[config.mk]
export PLATFORM = sky130hd
export DESIGN_NAME = r8booth_mul
export DESIGN_NICKNAME = d
export VERILOG_FILES = /design/src/rtl/r8booth_pkg.sv /design/src/rtl/r8booth_enc.sv /design/src/rtl/r8booth_sel.sv /design/src/rtl/r8booth_csa_tree.sv /design/src/rtl/r8booth_cla.sv /design/src/rtl/r8booth_mul.sv
export SDC_FILE = /design/constraint.sdc
export NUM_CORES = 1
export LEC_CHECK = 0
export BUFFER_PORTS_ARGS = -buffer_cell sky130_fd_sc_hd__buf_4
export CORE_ASPECT_RATIO = 0.8
export CORE_UTILIZATION = 47
export DETAILED_ROUTE_END_ITERATION = 10
export HOLD_SLACK_MARGIN = 0.02
export PLACE_DENSITY = 0.66
export SLEW_MARGIN = 15
export SYNTH_ARGS = -nofsm -noshare
export SYNTH_HDL_FRONTEND = slang
export SYNTH_SLANG_ARGS = --single-unit
[constraint.sdc]
create_clock -name clk -period 6.3 [get_ports clk]
set_clock_uncertainty 0.2 [all_clocks]
set_input_delay 0.945 -clock clk [delete_from_list [all_inputs] [get_ports clk]]
set_output_delay 0.945 -clock clk [all_outputs]
set_load 0.01 [all_outputs]
[src/rtl/r8booth_pkg.sv]
package r8booth_pkg;

  // Digit select: {neg, onehot magnitude (bit0=1, bit1=2, bit2=3, bit3=4)}
  typedef logic [4:0] dsel_t;

  // Window bit order: {b2, b1, b0, b_prev}
  function automatic dsel_t decode_window(input logic [3:0] w);
    dsel_t d;
    case (w)
      4'b0000, 4'b1111: d = 5'b0_0000;
      4'b0001, 4'b0010: d = 5'b0_0001;
      4'b0011, 4'b0100: d = 5'b0_0010;
      4'b0101, 4'b0110: d = 5'b0_0100;
      4'b0111:          d = 5'b0_1000;
      4'b1000:          d = 5'b1_1000;
      4'b1001, 4'b1010: d = 5'b1_0100;
      4'b1011, 4'b1100: d = 5'b1_0010;
      default:          d = 5'b1_0001;
    endcase
    return d;
  endfunction

endpackage

[src/rtl/r8booth_enc.sv]
module r8booth_enc
  import r8booth_pkg::*;
#(
  parameter int NDIG = 3
) (
  input  logic [3*NDIG-1:0]      mplier_x,
  output logic [NDIG-1:0]        dneg,
  output logic [NDIG-1:0][3:0]   dmag
);

  for (genvar i = 0; i < NDIG; i++) begin : g_dig
    logic [3:0] win;
    dsel_t      sel;
    if (i == 0) begin : g_low
      assign win = {mplier_x[2:0], 1'b0};
    end else begin : g_up
      assign win = mplier_x[3*i+2 : 3*i-1];
    end
    assign sel     = decode_window(win);
    assign dneg[i] = sel[4];
    assign dmag[i] = sel[3:0];
  end

endmodule

[src/rtl/r8booth_sel.sv]
module r8booth_sel #(
  parameter int NDIG = 3,
  parameter int PW   = 16
) (
  input  logic [PW-1:0]              m1,
  input  logic [PW-1:0]              m2,
  input  logic [PW-1:0]              m3,
  input  logic [PW-1:0]              m4,
  input  logic [NDIG-1:0]            dneg,
  input  logic [NDIG-1:0][3:0]       dmag,
  output logic [NDIG-1:0][PW-1:0]    pp,
  output logic [PW-1:0]              corr
);

  for (genvar i = 0; i < NDIG; i++) begin : g_row
    logic [PW-1:0] pick;
    assign pick = ({PW{dmag[i][0]}} & m1) | ({PW{dmag[i][1]}} & m2) |
                  ({PW{dmag[i][2]}} & m3) | ({PW{dmag[i][3]}} & m4);
    assign pp[i] = (pick ^ {PW{dneg[i]}}) << (3 * i);
  end

  // +1 at each negative digit's lowest weight completes the two's complement
  always_comb begin
    corr = '0;
    for (int i = 0; i < NDIG; i++) corr[3*i] = dneg[i];
  end

endmodule

[src/rtl/r8booth_csa_tree.sv]
module r8booth_csa_tree #(
  parameter int NROWS = 4,
  parameter int PW    = 16
) (
  input  logic [NROWS-1:0][PW-1:0] rows,
  output logic [PW-1:0]            sum_v,
  output logic [PW-1:0]            carry_v
);

  localparam int NA = NROWS + 2;

  logic [NA-1:0][PW-1:0] cur, nxt;

  // Wallace-style: each level splits the rows into groups of three,
  // compresses every full group with 3:2 counters, passes leftovers on.
  always_comb begin
    int n;
    int m;
    cur = '0;
    nxt = '0;
    for (int r = 0; r < NROWS; r++) cur[r] = rows[r];
    n = NROWS;
    for (int lvl = 0; lvl < NROWS; lvl++) begin
      if (n > 2) begin
        nxt = '0;
        m = 0;
        for (int g = 0; g < NROWS; g += 3) begin
          if (g + 2 < n) begin
            nxt[m]   = cur[g] ^ cur[g+1] ^ cur[g+2];
            nxt[m+1] = ((cur[g] & cur[g+1]) | (cur[g] & cur[g+2]) |
                        (cur[g+1] & cur[g+2])) << 1;
            m = m + 2;
          end else if (g < n) begin
            nxt[m] = cur[g];
            if (g + 1 < n) nxt[m+1] = cur[g+1];
            m = m + (n - g);
          end
        end
        cur = nxt;
        n = m;
      end
    end
    sum_v   = cur[0];
    carry_v = (n > 1) ? cur[1] : '0;
  end

endmodule

[src/rtl/r8booth_cla.sv]
module r8booth_cla #(
  parameter int PW  = 16,
  parameter int BLK = 4
) (
  input  logic [PW-1:0] x,
  input  logic [PW-1:0] y,
  output logic [PW-1:0] s
);

  localparam int NB = PW / BLK;

  logic [PW-1:0] g, p, c;
  logic [NB-1:0] bg, bp;
  logic [NB:0]   bc;

  assign g = x & y;
  assign p = x ^ y;

  always_comb begin
    logic t;
    bg = '0;
    bp = '0;
    bc = '0;
    c  = '0;
    // block generate / propagate
    for (int b = 0; b < NB; b++) begin
      bp[b] = &p[b*BLK +: BLK];
      for (int k = 0; k < BLK; k++) begin
        t = g[b*BLK+k];
        for (int l = k + 1; l < BLK; l++) t = t & p[b*BLK+l];
        bg[b] = bg[b] | t;
      end
    end
    // block carries, expanded lookahead (carry-in is zero)
    for (int b = 0; b < NB; b++) begin
      for (int k = 0; k <= b; k++) begin
        t = bg[k];
        for (int l = k + 1; l <= b; l++) t = t & bp[l];
        bc[b+1] = bc[b+1] | t;
      end
    end
    // bit carries inside each block
    for (int b = 0; b < NB; b++) begin
      for (int j = 0; j < BLK; j++) begin
        t = bc[b];
        for (int l = 0; l < j; l++) t = t & p[b*BLK+l];
        c[b*BLK+j] = t;
        for (int k = 0; k < j; k++) begin
          t = g[b*BLK+k];
          for (int l = k + 1; l < j; l++) t = t & p[b*BLK+l];
          c[b*BLK+j] = c[b*BLK+j] | t;
        end
      end
    end
  end

  assign s = p ^ c;

endmodule

[src/rtl/r8booth_mul.sv]
module r8booth_mul #(
  parameter int W = 8
) (
  input  logic           clk,
  input  logic           rst,
  input  logic           op_signed,
  input  logic [W-1:0]   mcand,
  input  logic [W-1:0]   mplier,
  output logic [2*W-1:0] product
);

  localparam int PW    = 2 * W;
  localparam int NDIG  = (W + 3) / 3;   // ceil((W+1)/3)
  localparam int XB    = 3 * NDIG;
  localparam int NROWS = NDIG + 1;

  logic [PW-1:0] y1, y2, y3, y4;
  logic [XB-1:0] bx;

  assign y1 = op_signed ? {{(PW-W){mcand[W-1]}}, mcand} : {{(PW-W){1'b0}}, mcand};
  assign bx = op_signed ? {{(XB-W){mplier[W-1]}}, mplier} : {{(XB-W){1'b0}}, mplier};
  assign y2 = y1 << 1;
  assign y4 = y1 << 2;

  // hard multiple built ahead of selection
  r8booth_cla #(.PW(PW), .BLK(4)) u_triple (
    .x(y1), .y(y2), .s(y3)
  );

  logic [NDIG-1:0]         dneg;
  logic [NDIG-1:0][3:0]    dmag;
  logic [NDIG-1:0][PW-1:0] pp;
  logic [PW-1:0]           corr;
  logic [NROWS-1:0][PW-1:0] rows_all;
  logic [PW-1:0]           ts, tc, fsum;

  r8booth_enc #(.NDIG(NDIG)) u_enc (
    .mplier_x(bx), .dneg(dneg), .dmag(dmag)
  );

  r8booth_sel #(.NDIG(NDIG), .PW(PW)) u_sel (
    .m1(y1), .m2(y2), .m3(y3), .m4(y4),
    .dneg(dneg), .dmag(dmag), .pp(pp), .corr(corr)
  );

  always_comb begin
    rows_all = '0;
    for (int r = 0; r < NDIG; r++) rows_all[r] = pp[r];
    rows_all[NDIG] = corr;
  end

  r8booth_csa_tree #(.NROWS(NROWS), .PW(PW)) u_tree (
    .rows(rows_all), .sum_v(ts), .carry_v(tc)
  );

  r8booth_cla #(.PW(PW), .BLK(4)) u_final (
    .x(ts), .y(tc), .s(fsum)
  );

  always_ff @(posedge clk) begin
    if (rst) product <= '0;
    else     product <= fsum;
  end

endmodule

# After elaboration in Yosys (flattened, before gate mapping)
# Memories as Yosys holds them, arrays and structs flattened.
# Cells that the tools add are included.
[totals] memories=3 reg_bits=16 word_cells=186 mem_bits_ro=240 inputBits=19 out_inout_bits=16
[mem_list] memory="(name not given)" depth=16 word_bits=5 rd=1 rd_clocked_by_memory_dff=0 wr=0 line="r8booth_pkg.sv:9" text="case (w)"
[mem_list] memory="(name not given)" depth=16 word_bits=5 rd=1 rd_clocked_by_memory_dff=0 wr=0 line="r8booth_pkg.sv:9"
[mem_list] memory="(name not given)" depth=16 word_bits=5 rd=1 rd_clocked_by_memory_dff=0 wr=0 line="r8booth_pkg.sv:9"
[classes] bitwise_logic=176 reduce_logical=4 mux=2
[op_table] cell="16-bit bitwise XOR" n=8
[op_table] cell="15-bit AND" n=6
[op_table] cell="1-bit AND" n=66
[op_table] cell="1-bit bitwise OR" n=66
[op_table] cell="16-bit AND" n=4
[op_table] cell="15-bit bitwise OR" n=4
[op_table] cell="13-bit AND" n=4
[op_table] cell="16-bit bitwise OR" n=3
[op_table] cell="10-bit AND" n=4
[op_table] cell="13-bit bitwise OR" n=3
[op_table] cell="15-bit by 7-bit AND with 15-bit output" n=2
[op_table] cell="10-bit bitwise OR" n=3
[op_table] cell="16-bit 2-to-1 mux" n=1
[op_table] cell="4-bit AND reduction" n=4
[op_table] cell="16-bit by 7-bit bitwise XOR with 16-bit output" n=1
[op_table] cell="13-bit bitwise XOR" n=1
[op_table] cell="10-bit bitwise XOR" n=1
[op_table] cell="9-bit 2-to-1 mux" n=1

# Logic depth before layout (Yosys ltp)
# Gate-level depths: netlist of the first run.
[logic_depth] depth_word=47 ltp_mapped=26 depth_no_buf=26

# Hierarchy
# Synthesis of the first run repeated with hierarchy kept, for this count alone.
[unflattened] cells_unflattened=398 area_unflattened_um2=4121.5
[by_module_without_submodules] mod="r8booth_sel" n_inst=1 cells_per_inst=164 area_per_inst_um2=1572.8 seq_area_each_um2=0.0
[by_module_without_submodules] mod="r8booth_csa_tree" n_inst=1 cells_per_inst=35 area_per_inst_um2=644.4 seq_area_each_um2=0.0
[by_module_without_submodules] mod="r8booth_cla at u_triple" n_inst=1 cells_per_inst=65 area_per_inst_um2=610.6 seq_area_each_um2=0.0
[by_module_without_submodules] mod="r8booth_cla at u_final" n_inst=1 cells_per_inst=65 area_per_inst_um2=595.6 seq_area_each_um2=0.0
[by_module_without_submodules] mod="r8booth_mul" n_inst=1 cells_per_inst=36 area_per_inst_um2=480.5 seq_area_each_um2=320.3
[by_module_without_submodules] mod="r8booth_enc" n_inst=1 cells_per_inst=33 area_per_inst_um2=217.7 seq_area_each_um2=0.0

# Least setup slack after synthesis of the first run
# OpenSTA, ideal clock, no wires.
[synth_path] path_type="in2reg" start="in mcand[1]" end="reg product[15]" setup_ns=0.065 path_buffers=0 arrival_ns=5.433 path_stages=23 required_ns=6.035 setup_slack_ns=0.602 path_cell_list="ha_1 > ha_1 > o21ai_0 > nand2b_1 > a21o_1 > a21oi_1 > o21ai_0 > ha_1 > a222oi_1 > xor2_1 > fa_1 > inv_1 > ha_1 > ha_1 > a21o_1 > nor3b_1 > a21oi_1 > ha_1 > o21ai_0 > nand2b_1 > a21oi_1 > xnor3_1 > nor2_1"
[synth_via] elab_chain_cells=40 word_cells_on_any_way=132 cone_classes="mux: 1; bitwise: 129; reduce/logical: 2"
[synth_lines] element="from (decl)" line="r8booth_mul.sv:7" text="input logic [W-1:0] mcand,"
[synth_lines] element="16-bit 2-to-1 mux *" line="r8booth_mul.sv:20" text="assign y1 = op_signed ? {{(PW-W){mcand[W-1]}}, mcand} : {{(PW-W){1'b0}}, mcand};"
[synth_lines] element="16-bit bitwise XOR" line="r8booth_cla.sv:17" text="assign p = x ^ y;"
[synth_lines] element="1-bit AND (2 in series)" line="r8booth_cla.sv:30, r8booth_cla.sv:50"
[synth_lines] element="1-bit AND" line="r8booth_cla.sv:30" text="for (int l = k + 1; l < BLK; l++) t = t & p[b*BLK+l];"
[synth_lines] element="1-bit bitwise OR (3 in series)" line="r8booth_cla.sv:31" text="bg[b] = bg[b] | t;"
[synth_lines] element="1-bit AND (3 in series)" line="r8booth_cla.sv:46" text="for (int l = 0; l < j; l++) t = t & p[b*BLK+l];"
[synth_lines] element="1-bit bitwise OR (3 in series)" line="r8booth_cla.sv:51" text="c[b*BLK+j] = c[b*BLK+j] | t;"
[synth_lines] element="16-bit bitwise XOR" line="r8booth_cla.sv:57" text="assign s = p ^ c;"
[synth_lines] element="[8 not listed]"
[synth_lines] element="15-bit bitwise OR (2 in series)" line="r8booth_csa_tree.sv:30" text="nxt[m+1] = ((cur[g] & cur[g+1]) | (cur[g] & cur[g+2]) |"
[synth_lines] element="16-bit bitwise XOR" line="r8booth_cla.sv:17"
[synth_lines] element="1-bit AND (3 in series)" line="r8booth_cla.sv:30"
[synth_lines] element="1-bit bitwise OR (3 in series)" line="r8booth_cla.sv:31"
[synth_lines] element="1-bit bitwise OR" line="r8booth_cla.sv:39" text="bc[b+1] = bc[b+1] | t;"
[synth_lines] element="1-bit AND (3 in series)" line="r8booth_cla.sv:46"
[synth_lines] element="1-bit bitwise OR (3 in series)" line="r8booth_cla.sv:51"
[synth_lines] element="16-bit bitwise XOR *" line="r8booth_cla.sv:57"
[synth_lines] element="to (signal assigned)" line="r8booth_mul.sv:62" text="else product <= fsum;"
[synth_lines] element="to (decl)" line="r8booth_mul.sv:9" text="output logic [2*W-1:0] product"
# Mark *: on every way between the ends. The rest lies on a longest branch, timed or not.
# A chain may end at the register's enable or synchronous reset.

# Worst setup path in the final report of the first run
# Ends and elaborated chain as after synthesis.

==> metrics.cfg, run 1 <==
[clock_network]
tritoncts = done
root_buffer = clkbuf_8
h-tree-depth = 1
cts_inserted_buffers = 3
cts_max_path_buffers = 2
clk_pin_slew_ns = 0.07
clock-sinks = 16

[cells_and_area]
diodes = 0
finish.net_count = 480
syn2layout_area_growth_pct = 11.2
fillers = 623
fin_util = 0.559
top_register = product
drive_above_1_share = 0.148
top_regs = product (16)
largest_register_ffs = 16

[power]
p_leak_uw = 0.00163
vdd_ir_drop_max_v = 0.000187
powerDensity_nw_per_um2 = 285

[timing]
fin_crit_sh = 0.940
period_needed_ns = 5.92
finalHoldViolations = 0
max-slew-margin-rel = 0.632
fin_ws_ns = 0.376
setup_viol = 0
max_freq_ghz = 0.169
tightest_slew_ns = 0.551
maxSlewViolCount = 0

[synth]
synthArstFlopShare = 0
netlist_instances = 379
yosysSeqAreaShare = 0.104
syn_area_per_cell_sq_um = 8.09
yosys_register_bits = 16
yosysMostFrequentCell = ha_1
synth_enable_flop_cells = 0
synth.distinct_cells = 50
synthesis.area_sq_um = 3070
netlist.area_leader.share = 0.192
synthFlopType = dfxtp_1
yosysWarnings = 0
yosysTopAreaCell = ha_1
yosys-top-cells-count = ha_1 (47), inv_1 (36), nand2_1 (35)
synthTopCellsByArea = ha_1 (19%), dfxtp_1 (10%), fa_1 (9.8%)
synth_fp_nets = 460

[placed_design]
gp_congestion = 0.904
dp_slack_ns = -0.00317
hpwl_um = 5650
io_buffers = 34

[setup_path]
crit_fanout = 10
crit_type = in2reg
start_kind = primary input
slowest_delay_ns = 0.51
end_kind = register
cp_common_cell = ha_1
cp_num_buf_inv = 2
crit_family = adder cells
crit_path_cell_trace = buf_4 > ha_1 > ha_1 > o21ai_0 > nand2b_1 > a21o_1 > a21oi_1 > o21ai_0 > ha_1 > a222oi_1 > xor2_1 > fa_1 > inv_1 > ha_1 > ha_1 > a21o_1 > nor3b_2 > a21oi_1 > ha_1 > o21ai_0 > nand2b_1 > a21oi_2 > xnor3_1 > nor2_1
slowest_stage = fa_1
crit_arrival_ns = 5.91
required_ns = 6.29

[min_path]
hold_class = in2reg

[floorplanning]
core_area_sq_um = 6100
rows = 25
die-area_sq_um = 6850
start_util = 0.503
die_y_um = 74.3
die_w_um = 92.3
io_pins = 35

[global_route]
grt_pass1_wl_um = 11800
grt_max_degree = 31
antenna_found_initial = 0
grt_pass1_vias = 2408
track_usage = 0.219
overflow = 0

[flow_run]
cap_viol_max_count = 0

[route]
routed_wl_um = 7150
wl_per_cell_um = 14.9
drc = 0
drt_iter0_drc = 229
dr.pass1.iters = 6
drtAntennaViolNets = 0
viasPerCell = 5.59
vias = 2678

[status]
outcome = completed

-- what timing repair did --
| action | 4_1_cts | 5_1_grt |
|---|---|---|
| setup endpoints to repair | 0 | 1 |
| resized for setup | 0 | 6 |
| buffers inserted | 0 | 1 |
| hold buffers | 0 | 0 |
-- cell families (layout without fill, tap and decap cells) --
logic type,count (synthesis),in the layout,synth area share
adders and majority gates,62,62,0.290
muxes,7,7,0.0343
AOI/OAI and AO/OA,95,95,0.203
DFF,16,16,0.104
and+or+nand+nor,93,93,0.143
buffers and inverters,62,81,0.0934
xor gates and xnor gates,44,44,0.133
-- cell usage in the layout, fill, tap and decap left out, types with 3 or more instances in the layout --
cell       n
nand4_1    3
a222oi_1   6
a221oi_1   6
clkbuf_8   4
dfxtp_1   16
nor3_1     4
a22oi_1    4
a211oi_1   4
nand2b_1   5
inv_1     36
o211ai_1   6
o21ai_0   21
nand2_1   35
nand3_1    4
buf_4     41
a21oi_1   23
xnor2_1   27
nor2_1    24
o22ai_1    3
nor2b_1    8
a21o_1     6
ha_1      46
mux2i_1    3
and2_1     3
xor2_1    15
fa_1      15
-- stage by stage --
step	setup TNS (ns)	instance area (sq um)	power, uW	hold slack [ns]	instances
4_1_cts	0	3370	948	0.778	478
3_5_place_dp	-0.00317	3320	848	1.05	474
3_3_place_gp	0	3320	835	1.04	474
5_1_grt	-0.00784	3410	1100	0.796	479
6_report	0	3410	974	0.777	479
2_1_floorplan	0	3070	678	0.817	379
-- layer usage --
layer / GRT usage / part of all wire / routed length (um)
met5: 0 / 0 / 0
met3: 0.0358 / 0.086 / 617
met1: 0.320 / 0.47 / 3390
met4: 0.0347 / 0.011 / 78
met2: 0.347 / 0.43 / 3070
-- cell type report --
cell class	instances	area (sq um)	area share
clock buffer	4	55.1	0.0161
sequential	16	320	0.0939
multi-input combinational	301	2490	0.730
tap	81	101	0.0297
inverter	36	135	0.0396
timing repair buffer	41	308	0.0902
-- power by group --
group	total [uW]	internal [uW]	switching (uW)
Clock	91.1	55.5	35.7
Combinational	733	353	380
Sequential	149	140	9.20
-- final timing paths --
path | end | depth (start not counted) | start
max | product[15]$_SDFF_PP0_ | 24 | mcand[1]
min | product[4]$_SDFF_PP0_ | 2 | rst
Power figures use the tool's default switching activity.
==> run 2, diff against run 1 <==
==> constraint.sdc (replaced) <==
create_clock -name clk -period 6.45 [get_ports clk]
set_clock_uncertainty 0.2 [all_clocks]
set_input_delay 0.9675 -clock clk [delete_from_list [all_inputs] [get_ports clk]]
set_output_delay 0.9675 -clock clk [all_outputs]
set_load 0.01 [all_outputs]
==> metrics.cfg, run 2 (synthesized netlist as in run 1, its figures left out) <==
[floorplanning]
io_pins = 35
die_y_um = 74.3
start_util = 0.503
die-area_sq_um = 6850
core_area_sq_um = 6100
die_w_um = 92.3
rows = 25

[clock_network]
clk_pin_slew_ns = 0.06
root_buffer = clkbuf_8
postCtsHoldBufs = 0
cts_max_path_buffers = 2
tritoncts = done
post_cts_buffers = 0
h-tree-depth = 1
cts_inserted_buffers = 3
cts-resized-gates = 0
clock-sinks = 16

[power]
powerDensity_nw_per_um2 = 270
vdd_ir_drop_max_v = 0.000211
p_leak_uw = 0.00161

[min_path]
worstHoldEndpoint = product[4]$_SDFF_PP0_
hold_class = in2reg
worstHoldPathCells = 2
holdCritStartpoint = rst

[placed_design]
gp_congestion = 0.896
hpwl_um = 5680
dpl_cell_area_sq_um = 3310
io_buffers = 34

[cells_and_area]
finish.net_count = 478
design_area_sq_um = 3360
layout_common_cells = ha_1 (47), buf_4 (39), inv_1 (36)
top_register = product
drive_above_1_share = 0.131
top_regs = product (16)
largest_register_ffs = 16
final_common_cell = ha_1
syn2layout_area_growth_pct = 9.71
diodes = 0
fillers = 598

[route]
viasPerCell = 5.61
routed_wl_um = 7150
dr.pass1.iters = 6
vias = 2676
drtAntennaViolNets = 0
drc = 0
drt_iter0_drc = 183
wl_per_cell_um = 15.0

[setup_path]
start_kind = primary input
cp_num_buf_inv = 2
required_ns = 6.45
slowest_delay_ns = 0.52
crit_arrival_ns = 5.95
crit_family = adder cells
end_kind = register
path_depth = 24
crit_path_cell_trace = buf_4 > ha_1 > ha_1 > o21ai_0 > nand2b_1 > a21o_1 > a21oi_1 > o21ai_0 > ha_1 > a222oi_1 > xor2_1 > fa_1 > inv_1 > ha_1 > ha_1 > a21o_1 > nor3b_1 > a21oi_1 > ha_1 > o21ai_0 > nand2b_1 > a21oi_1 > xnor3_1 > nor2_1
crit_fanout = 10
crit_type = in2reg
slowest_stage = fa_1
cp_common_cell = ha_1

[global_route]
track_usage = 0.229
overflow = 0
antenna_found_initial = 0
grt_pass1_vias = 2542
grt_pass1_wl_um = 12300
grt_max_degree = 31

[timing]
period_needed_ns = 5.95
tightest_slew_ns = 0.605
maxSlewViolCount = 0
setup_tns_ns = 0
finalHoldViolations = 0
fin_crit_sh = 0.923
max-slew-margin-rel = 0.596
max_freq_ghz = 0.168
rsz0062_at_grt = no
setup_viol = 0

[flow_run]
cap_viol_max_count = 0

[status]
outcome = completed

==> run 2: changes by cell type in the layout (fill, tap and decap cells not counted), sizes merged <==
cell / delta
buf: -2
==> run 2: worst max-delay path by stage <==
stage               startpoint                endpoint
global route          mcand[1]  product[15]$_SDFF_PP0_
finish                mcand[1]  product[15]$_SDFF_PP0_
floorplan             mcand[1]  product[15]$_SDFF_PP0_
detailed placement    mcand[1]  product[15]$_SDFF_PP0_
CTS                   mcand[1]  product[15]$_SDFF_PP0_
global placement      mcand[1]  product[15]$_SDFF_PP0_
==> run 2: cell type report <==
class	count	area (sq um)	area share
Timing Repair Buffer	39	293	0.0870
Inverter	36	135	0.0402
Sequential cell	16	320	0.0952
Clock buffer	4	55.1	0.0164
Multi-Input combinational cell	301	2460	0.731
Tap cell	81	101	0.0301
==> run 2: per-layer routing <==
layer | part of all wire | track usage | vias to the layer above
li1 | - | - | 1340
met1 | 0.48 | 0.320 | 1207
met2 | 0.42 | 0.366 | 116
met3 | 0.082 | 0.0399 | 13
met4 | 0.018 | 0.0677 | 0
met5 | 0 | 0 | -
==> run 2: metrics by stage <==
step                setup WS (ns)  instances  hold WS, ns  total power [uW]   util
floorplan                   0.729        379        0.839               662      -
global placement            0.340        473         1.07               814  0.543
detailed placement          0.223        473         1.07               827  0.543
CTS                         0.498        477        0.797               924  0.552
global route               0.0631        477        0.811              1030  0.552
finish                      0.498        477        0.798               909  0.552
==> run 2: where the power goes <==
part,switching (uW),internal (uW),total (uW)
Sequential,8.48,137,145
Combinational,353,322,675
Clock,34.4,54.2,88.6
==> run 3, diff against run 2 <==
--- a/config.mk
+++ b/config.mk
@@ -5,6 +5,7 @@
 export SDC_FILE = /design/constraint.sdc
 export NUM_CORES = 1
 export LEC_CHECK = 0
+export ABC_AREA = 1
 export BUFFER_PORTS_ARGS = -buffer_cell sky130_fd_sc_hd__buf_4
 export CORE_ASPECT_RATIO = 0.8
 export CORE_UTILIZATION = 47
==> metrics.cfg, run 3 <==
[synth]
synthArstFlopShare = 0
synth_fp_nets = 552
synthFlopType = dfxtp_1
yosys-top-cells-count = nand2_1 (132), inv_1 (81), ha_1 (47)
netlist.area_leader.share = 0.192
synth.distinct_cells = 32
synthesis.area_sq_um = 3060
yosysMostFrequentCell = nand2_1
yosysSeqAreaShare = 0.105
yosys_register_bits = 16
syn_area_per_cell_sq_um = 6.50
synthTopCellsByArea = ha_1 (19%), nand2_1 (16%), dfxtp_1 (10%)
yosysWarnings = 0
synth_enable_flop_cells = 0
netlist_instances = 471
yosysTopAreaCell = ha_1

[clock_network]
post_cts_buffers = 0
root_buffer = clkbuf_8
cts_max_path_buffers = 2
tritoncts = done
clock-sinks = 16
cts_inserted_buffers = 3
cts-resized-gates = 0
postCtsHoldBufs = 0
h-tree-depth = 1
clk_pin_slew_ns = 0.07

[timing]
period_needed_ns = 5.58
tightest_slew_ns = 0.476
setup_viol = 0
fin_crit_sh = 0.865
maxSlewViolCount = 0
rsz0062_at_grt = no
max_freq_ghz = 0.179
max-slew-margin-rel = 0.682
holdWs_ns = 0.773
finalHoldViolations = 0
setup_tns_ns = 0

[floorplanning]
die_w_um = 92.2
rows = 25
die_y_um = 74.2
start_util = 0.502
io_pins = 35
core_area_sq_um = 6100
die-area_sq_um = 6840

[setup_path]
slowest_stage = fa_1
end_kind = register
crit_arrival_ns = 5.52
cp_common_cell = nand2_1
required_ns = 6.39
start_kind = primary input
crit_type = in2reg
crit_family = adder cells
crit_fanout = 5
cp_num_buf_inv = 3
slowest_delay_ns = 0.48

[power]
intPower_uw = 471
pwr-share-seq = 0.161
vdd_ir_drop_max_v = 0.000184
sw_frac_of_total = 0.479
powerDensity_nw_per_um2 = 264
clkPwrFrac = 0.102
pwr-share-comb = 0.737
p_leak_uw = 0.00191
power_switching_uw = 434

[placed_design]
hpwl_um = 6830
gp_congestion = 0.975
dpl_cell_area_sq_um = 3380
io_buffers = 34
place_inst = 580

[cells_and_area]
final_common_cell = nand2_1
design_area_sq_um = 3440
drive_above_1_share = 0.103
top_register = product
largest_register_ffs = 16
finish.net_count = 585
top_regs = product (16)
final_cells = 584
layout_common_cells = nand2_1 (132), inv_1 (81), ha_1 (47)
syn2layout_area_growth_pct = 12.3
diodes = 0

[status]
outcome = completed

[route]
viasPerCell = 5.31
routed_wl_um = 8070
wl_per_cell_um = 13.8
drc = 0
dr.pass1.iters = 6
drt_iter0_drc = 206
vias = 3100
drtAntennaViolNets = 0

[global_route]
gr-usage-met1 = 0.358
overflow = 0
track_usage = 0.254
antenna_found_initial = 0
grt_busiest_layer = met2
grt_pass1_vias = 2876
met3_usage = 0.0429
grt_pass1_wl_um = 13600
grt_max_degree = 18
use_met2 = 0.428

[min_path]
hold_class = in2reg

[flow_run]
cap_viol_max_count = 0

## run 3: final cells by class
type | instances | area, sq um
inverter | 88 | 330
clock buffer | 4 | 55.1
timing repair buffer | 34 | 255
tap | 81 | 101
fill | 634 | 2660
sequential | 16 | 320
multi-input combinational | 361 | 2370
## run 3: worst paths after layout
| check | slack [ns] | endpoint | depth (start not counted) | start |
|---|---|---|---|---|
| max | 0.87 | product[11]$_SDFF_PP0_ | 27 | mcand[1] |
| min | 0.77 | product[4]$_SDFF_PP0_ | 2 | rst |
## run 3: power groups by stage
| stage | Clock (uW) | Sequential [uW] | Combinational, uW |
|---|---|---|---|
| 5_1_grt | 98.0 | 149 | 784 |
| 4_1_cts | 95.1 | 146 | 671 |
| 3_3_place_gp | 0 | 147 | 656 |
| 6_report | 92.5 | 145 | 668 |
| 2_1_floorplan | 0 | 166 | 470 |
| 3_5_place_dp | 0 | 148 | 665 |
## run 3: cell families after synthesis
family | synth area share
compound gates | 0.109
xor+xnor | 0.0687
fa+ha+maj | 0.290
buf+inv | 0.120
flops | 0.105
simple gates | 0.308
## run 3: metal layers
metal / vias to the layer above / wire, um
met3: 4 / 539
met1: 1420 / 3990
met2: 100 / 3510
li1: 1576 / -
met4: 0 / 26
met5: - / 0
## run 3: through the flow
stage	total power (uW)	worst slack [ns]	utilization
after floorplan	636	1.15	-
after global placement	802	0.794	0.554
after detailed placement	813	0.633	0.554
after CTS	912	0.913	0.563
after global routing	1030	0.426	0.563
final	905	0.869	0.563
